`config.mk`:
```
export PLATFORM = sky130hd
export DESIGN_NAME = pinirq_ctrl
export DESIGN_NICKNAME = d
export VERILOG_FILES = /design/src/rtl/pinirq_pkg.sv /design/src/rtl/pinirq_sync.sv /design/src/rtl/pinirq_filter.sv /design/src/rtl/pinirq_detect.sv /design/src/rtl/pinirq_ctrl.sv
export SDC_FILE = /design/constraint.sdc
export NUM_CORES = 1
export LEC_CHECK = 0
export BUFFER_PORTS_ARGS = -buffer_cell sky130_fd_sc_hd__buf_2
export CORE_ASPECT_RATIO = 0.5
export CORE_MARGIN = 8
export CORE_UTILIZATION = 50
export DETAILED_ROUTE_END_ITERATION = 8
export GPL_TIMING_DRIVEN = 0
export PLACE_DENSITY = 0.72
export SYNTH_ARGS = -nofsm -noshare
export SYNTH_HDL_FRONTEND = slang
export SYNTH_SLANG_ARGS = --single-unit
```
`constraint.sdc`:
```
create_clock -name clk -period 1.8 [get_ports clk]
set_input_delay 0.18 -clock clk [delete_from_list [all_inputs] [get_ports clk]]
set_output_delay 0.18 -clock clk [all_outputs]
set_load 0.02 [all_outputs]
```
`src/rtl/pinirq_pkg.sv`:
```
package pinirq_pkg;

    // register byte offsets (software-visible map)
    localparam logic [4:0] OFS_SENSE  = 5'h00;
    localparam logic [4:0] OFS_POL    = 5'h04;
    localparam logic [4:0] OFS_ACK    = 5'h08;
    localparam logic [4:0] OFS_ENABLE = 5'h0C;
    localparam logic [4:0] OFS_MASKED = 5'h10;
    localparam logic [4:0] OFS_RAW    = 5'h14;
    localparam logic [4:0] OFS_FILTER = 5'h18;

    // per-line stability filter states
    typedef enum logic {
        DB_STEADY = 1'b0,
        DB_SETTLE = 1'b1
    } db_state_e;

endpackage

```
`src/rtl/pinirq_sync.sv`:
```
module pinirq_sync #(
    parameter int WIDTH = 8
) (
    input  logic             clk,
    input  logic             rst_n,
    input  logic [WIDTH-1:0] async_in,
    output logic [WIDTH-1:0] sync_out
);

    logic [WIDTH-1:0] stage1_q;
    logic [WIDTH-1:0] stage2_q;

    always_ff @(posedge clk or negedge rst_n) begin
        if (!rst_n) begin
            stage1_q <= '0;
            stage2_q <= '0;
        end else begin
            stage1_q <= async_in;
            stage2_q <= stage1_q;
        end
    end

    assign sync_out = stage2_q;

endmodule

```
`src/rtl/pinirq_filter.sv`:
```
module pinirq_filter
    import pinirq_pkg::*;
#(
    parameter int STABLE_CYCLES = 4
) (
    input  logic clk,
    input  logic rst_n,
    input  logic din,
    output logic dout
);

    localparam int CNT_W = (STABLE_CYCLES < 2) ? 1 : $clog2(STABLE_CYCLES + 1);
    localparam logic [CNT_W-1:0] LAST_CNT = CNT_W'(STABLE_CYCLES - 1);

    db_state_e        state_q, state_n;
    logic [CNT_W-1:0] cnt_q, cnt_n;
    logic             out_q, out_n;

    // next-state and next-output decision
    always_comb begin
        state_n = state_q;
        cnt_n   = cnt_q;
        out_n   = out_q;
        unique case (state_q)
            DB_STEADY: begin
                if (din != out_q) begin
                    if (STABLE_CYCLES <= 1) begin
                        out_n = din;
                    end else begin
                        state_n = DB_SETTLE;
                        cnt_n   = CNT_W'(1);
                    end
                end
            end
            DB_SETTLE: begin
                if (din == out_q) begin
                    state_n = DB_STEADY;          // abort: glitch ended
                    cnt_n   = '0;
                end else if (cnt_q == LAST_CNT) begin
                    state_n = DB_STEADY;          // commit: held long enough
                    cnt_n   = '0;
                    out_n   = din;
                end else begin
                    cnt_n = cnt_q + CNT_W'(1);
                end
            end
            default: begin
                state_n = DB_STEADY;
                cnt_n   = '0;
            end
        endcase
    end

    // state register
    always_ff @(posedge clk or negedge rst_n) begin
        if (!rst_n) begin
            state_q <= DB_STEADY;
            cnt_q   <= '0;
            out_q   <= 1'b0;
        end else begin
            state_q <= state_n;
            cnt_q   <= cnt_n;
            out_q   <= out_n;
        end
    end

    assign dout = out_q;

endmodule

```
`src/rtl/pinirq_detect.sv`:
```
module pinirq_detect #(
    parameter int WIDTH = 8
) (
    input  logic             clk,
    input  logic             rst_n,
    input  logic [WIDTH-1:0] level_in,
    input  logic [WIDTH-1:0] edge_mode,
    input  logic [WIDTH-1:0] polarity,
    input  logic [WIDTH-1:0] enable,
    input  logic [WIDTH-1:0] ack_clr,
    output logic [WIDTH-1:0] edge_seen,
    output logic [WIDTH-1:0] latched,
    output logic [WIDTH-1:0] raw_status
);

    logic [WIDTH-1:0] prev_q;
    logic [WIDTH-1:0] latch_q;

    for (genvar i = 0; i < WIDTH; i++) begin : g_line
        logic rise, fall, hit, keep;
        assign rise = level_in[i] & ~prev_q[i];
        assign fall = ~level_in[i] & prev_q[i];
        assign hit  = edge_mode[i] & (polarity[i] ? rise : fall);
        assign keep = latch_q[i] & ~ack_clr[i];
        assign edge_seen[i] = hit;

        // previous value always follows the input, whatever the config
        always_ff @(posedge clk or negedge rst_n) begin
            if (!rst_n) begin
                prev_q[i]  <= 1'b0;
                latch_q[i] <= 1'b0;
            end else begin
                prev_q[i]  <= level_in[i];
                latch_q[i] <= edge_mode[i] & (keep | (hit & enable[i]));
            end
        end

        assign raw_status[i] = edge_mode[i] ? latch_q[i]
                                            : ~(level_in[i] ^ polarity[i]);
    end

    assign latched = latch_q;

endmodule

```
`src/rtl/pinirq_ctrl.sv`:
```
module pinirq_ctrl
    import pinirq_pkg::*;
#(
    parameter int LINES         = 8,
    parameter int STABLE_CYCLES = 4
) (
    input  logic             clk,
    input  logic             rst_n,
    input  logic [4:0]       reg_addr,
    input  logic             reg_we,
    input  logic [LINES-1:0] reg_wdata,
    output logic [LINES-1:0] reg_rdata,
    input  logic [LINES-1:0] pin_in,
    output logic             irq_out
);

    logic [LINES-1:0] mode_q, pol_q, en_q, filt_en_q;
    logic [LINES-1:0] sync_v, filt_v, det_v;
    logic [LINES-1:0] edge_v, latch_v, raw_v, masked_v, ack_v;

    // configuration registers
    always_ff @(posedge clk or negedge rst_n) begin
        if (!rst_n) begin
            mode_q    <= '0;
            pol_q     <= '0;
            en_q      <= '0;
            filt_en_q <= '0;
        end else if (reg_we) begin
            case (reg_addr)
                OFS_SENSE:  mode_q    <= reg_wdata;
                OFS_POL:    pol_q     <= reg_wdata;
                OFS_ENABLE: en_q      <= reg_wdata;
                OFS_FILTER: filt_en_q <= reg_wdata;
                default: ;
            endcase
        end
    end

    // acknowledge is a strobe with no storage
    assign ack_v = (reg_we && reg_addr == OFS_ACK) ? reg_wdata : '0;

    pinirq_sync #(.WIDTH(LINES)) u_sync (
        .clk      (clk),
        .rst_n    (rst_n),
        .async_in (pin_in),
        .sync_out (sync_v)
    );

    for (genvar i = 0; i < LINES; i++) begin : g_filt
        pinirq_filter #(.STABLE_CYCLES(STABLE_CYCLES)) u_filt (
            .clk   (clk),
            .rst_n (rst_n),
            .din   (sync_v[i]),
            .dout  (filt_v[i])
        );
        assign det_v[i] = filt_en_q[i] ? filt_v[i] : sync_v[i];
    end

    pinirq_detect #(.WIDTH(LINES)) u_detect (
        .clk        (clk),
        .rst_n      (rst_n),
        .level_in   (det_v),
        .edge_mode  (mode_q),
        .polarity   (pol_q),
        .enable     (en_q),
        .ack_clr    (ack_v),
        .edge_seen  (edge_v),
        .latched    (latch_v),
        .raw_status (raw_v)
    );

    assign masked_v = raw_v & en_q;
    assign irq_out  = |masked_v;

    // readback
    always_comb begin
        case (reg_addr)
            OFS_SENSE:  reg_rdata = mode_q;
            OFS_POL:    reg_rdata = pol_q;
            OFS_ENABLE: reg_rdata = en_q;
            OFS_MASKED: reg_rdata = masked_v;
            OFS_RAW:    reg_rdata = raw_v;
            OFS_FILTER: reg_rdata = filt_en_q;
            default:    reg_rdata = '0;
        endcase
    end

endmodule

```
==> metrics.yaml <==
status:
  status: "complete, but fails checks"
  violations: "negative setup slack"
synth:
  yosys.area.top_type_share_pct: 54.8
  synth_top_cell_by_area: "dfrtp_1"
  yosysWarningCount: 0
  synthesis.nets: 443
  avgSynthCellArea_um2: 11.6
  postSynthRegisterBits: 104
  netlist_instances: 411
  synth.cell_area_mm2: 0.00475
  synthDistinctLibCells: 36
  ys_async_rst_share_pct: 100
  yosysSeqAreaShare_pct: 54.8
  synth-edff-count: 0
  synth_top_cells_by_area: "dfrtp_1, mux2_2, nand2_1, xor2_1, a22oi_1"
  synthFlopType: "dfrtp_1"
clock_network:
  cts_num_sinks: 104
  cts_tree: "built"
  worstSkewPairLatency_ns: 0.34
  cts.htree.levels: 3
  clk_path_buf_depth: 2
  path_clk_slew_ns: 0.07
  cts_buffers: 9
  clockRootBuffer: "clkbuf_16"
critical_path:
  cpLargestDelayFamily: "flip-flops"
  r2r.worst_path.cells: 8
  worst_setup_end_kind: "output port"
  startpoint: "filt_en_q[1]"
  worst-endpoint-required_ns: 1.62
  worst_r2r_dst: "u_detect.latched[3]"
  critical_path.max_stage_delay_ns: 0.40
  critical_path.n_buffers_inverters: 1
  crit_path_cell_trace: "mux2i_2 > xor2_1 > o211ai_1 > and4_1 > nand4_1 > buf_4"
  r2r_slack_ns: 0.31
  critPathArrivalTime_ns: 1.89
  timing.critical_path.fanout_max: 3
  worstReg2RegStart: "filt_en_q[3]"
  worst-setup-path-type: "reg -> out"
  startpoint_type: "flip-flop"
  cp_slowest_cell: "dfrtp_1"
power_and_ir_drop:
  max-vdd-ir-drop_uv: 574
  power.density_mw_per_mm2: 1270
  p_total_mw: 7.36
  static-leakage-power_nw: 2.67
timing:
  fin_hold_viols: 0
  setup-violations-final: 3
  grt_setup_unrepaired: "yes"
  clock_tree_skew_after_final_layout_ns: 0.00591
  maxSlewHeadroom_pct: 55.8
  final_critical_path_setup_slack_ns: -0.272
  finalMaxSlewViolations: 0
  fmax_mhz: 483
  fin_crit_sh_pct: 115
  worst_pin_slew_ns: 0.659
  final_period_minus_worst_setup_slack_ns: 2.07
routing:
  routed_wirelength_um: 9070
  drc_errors: 0
  drt_iter0_drc: 147
  avgRoutedWirePerCell_um: 14.7
  drt_first_pass_iters: 4
  post_drt_antenna_nets: 0
  vias: 3322
  viasPerCell: 5.39
cells_and_area:
  final_nets: 522
  synthToLayoutAreaGrowth_pct: 22.5
  final.fill_count: 715
  drive_above_1_share_pct: 27.3
  insertedDiodeCount: 0
  final_util_pct: 62.2
worst_hold_path:
  worst_hold_path_stage_count: 2
  hold_class: "in -> reg"
  holdCritStartpoint: "reg_wdata[2]"
  hold_path_end: "mode_q[2]"
placement:
  place_congestion: 0.740
  port-buffer-count: 31
  place.detailed.hpwl_um: 5820
grt:
  globalRoute.totalOverflow: 0
  grt_first_pass_wirelength_um: 15500
  grt_pass1_vias: 3310
  antenna_found_initial: 0
  grt_max_degree: 61
  global_route.usage.total_pct: 14.5
die:
  pin_count: 33
  design.die.area_mm2: 0.0131
  chipHeight_um: 84.9
  core_area_mm2: 0.00935
  initial_utilization_pct: 50.8
  chipWidth_um: 154
  fp-row-count: 25
job:
  drv_cap: 0
==> timing repair <==
item | CTS | global route
pin swaps | 10 | 10
resized for setup | 25 | 8
hold endpoints to repair | 52 | 0
setup buffers | 19 | 8
hold buffers | 9 | 0
cloned | 0 | 0
setup endpoints to repair | 9 | 9
==> flip-flops by register name, indices dropped and copies added (netlist names) <==
name	count
en_q	8
g_filt.u_filt.cnt_q	24
g_filt.u_filt.state_q	8
u_detect.prev_q	8
u_detect.latched	8
g_filt.u_filt.dout	8
u_sync.sync_out	8
mode_q	8
pol_q	8
u_sync.stage1_q	8
filt_en_q	8
==> metrics by stage <==
stage               instance area [um2]  worst slack (ns)  std cells  hold WS (ns)  TNS (ns)
floorplan                          4760             0.169        411        -0.116         0
global placement                   5060            -0.593        563         0.288    -66.56
detailed placement                 5090            -0.305        564         0.220     -6.41
CTS                                5720            -0.306        608         0.125    -0.407
global route                       5820            -0.336        616         0.132     -1.05
finish                             5820            -0.272        616         0.136    -0.402
==> final cells by class <==
cell class                 instances  area, um2  share of cell area (%)
buffer                             2       7.51                   0.129
clock buffer                      11        243                    4.17
clock inverter                     5       56.3                   0.968
inverter                          12       45.0                   0.774
multi-input combinational        293       2190                    37.7
sequential                       104       2600                    44.7
tap                              121        151                    2.60
timing repair buffer              68        518                    8.90
==> layer usage <==
metal	GRT usage [%]	up-vias	share of wire, %
met4	4.68	0	0.77
li1	-	1616	-
met2	24.9	38	51
met3	3.40	6	2.8
met1	17.9	1662	45
met5	0	-	0
==> kinds of logic (layout without fill, tap and decap cells) <==
group,count (synthesis),after routing,synth area share (%)
fa+ha+maj,8,8,2.11
compound gates,83,83,11.8
flops,104,104,54.8
simple gates,135,135,15.5
mux,50,50,11.6
buf+inv,14,98,1.11
xor+xnor,17,17,3.13
==> where the power goes <==
part | internal [mW] | total [mW] | switching, mW | leakage (nW)
clock | 1.11 | 1.94 | 0.824 | 0.145
sequential | 2.89 | 3.43 | 0.535 | 1.30
combinational | 1.07 | 2.00 | 0.923 | 1.23
total | 5.08 | 7.36 | 2.28 | 2.67
==> cells in the mapped netlist (2+ instances only) <==
cell type / count
clkbuf_1: 2
and4_1: 2
a22o_1: 8
xnor2_1: 3
nand2_1: 42
ha_1: 8
nand4b_1: 2
nand3_1: 11
mux2_2: 40
o22ai_1: 8
a21o_1: 4
nor4b_4: 2
xor2_1: 14
and2_1: 8
a21oi_1: 6
o211ai_1: 6
a22oi_1: 16
o21a_1: 14
nand2b_1: 19
nand2_2: 3
mux2i_1: 10
nor2_1: 22
inv_1: 12
nor2b_1: 15
o21ai_0: 20
dfrtp_1: 104
==> worst max path at each step <==
stage | to | slack (ns) | depth (start not counted)
4_1_cts | irq_out | -0.31 | 6
3_5_place_dp | reg_rdata[5] | -0.31 | 6
3_3_place_gp | g_filt[1].u_filt.cnt_q[2] | -0.59 | 1
2_1_floorplan | reg_rdata[2] | 0.17 | 4
5_1_grt | irq_out | -0.34 | 6
6_report | irq_out | -0.27 | 6
==> cells in the final DEF, fill, tap and decap left out, drive strengths merged, types with 3 or more instances in the layout <==
master / n
nand2b: 20
clkbuf: 13
o211ai: 6
a21oi: 6
nand2: 46
xor2: 14
o21a: 14
ha: 8
mux2: 40
dlygate4sd3: 9
o22ai: 8
a21o: 4
nand3: 11
xnor2: 3
a22o: 8
o21ai: 20
nor2: 23
clkinv: 3
inv: 12
and2: 8
mux2i: 10
nor2b: 15
buf: 59
a22oi: 16
dfrtp: 104
Power figures use the tool's default switching activity.
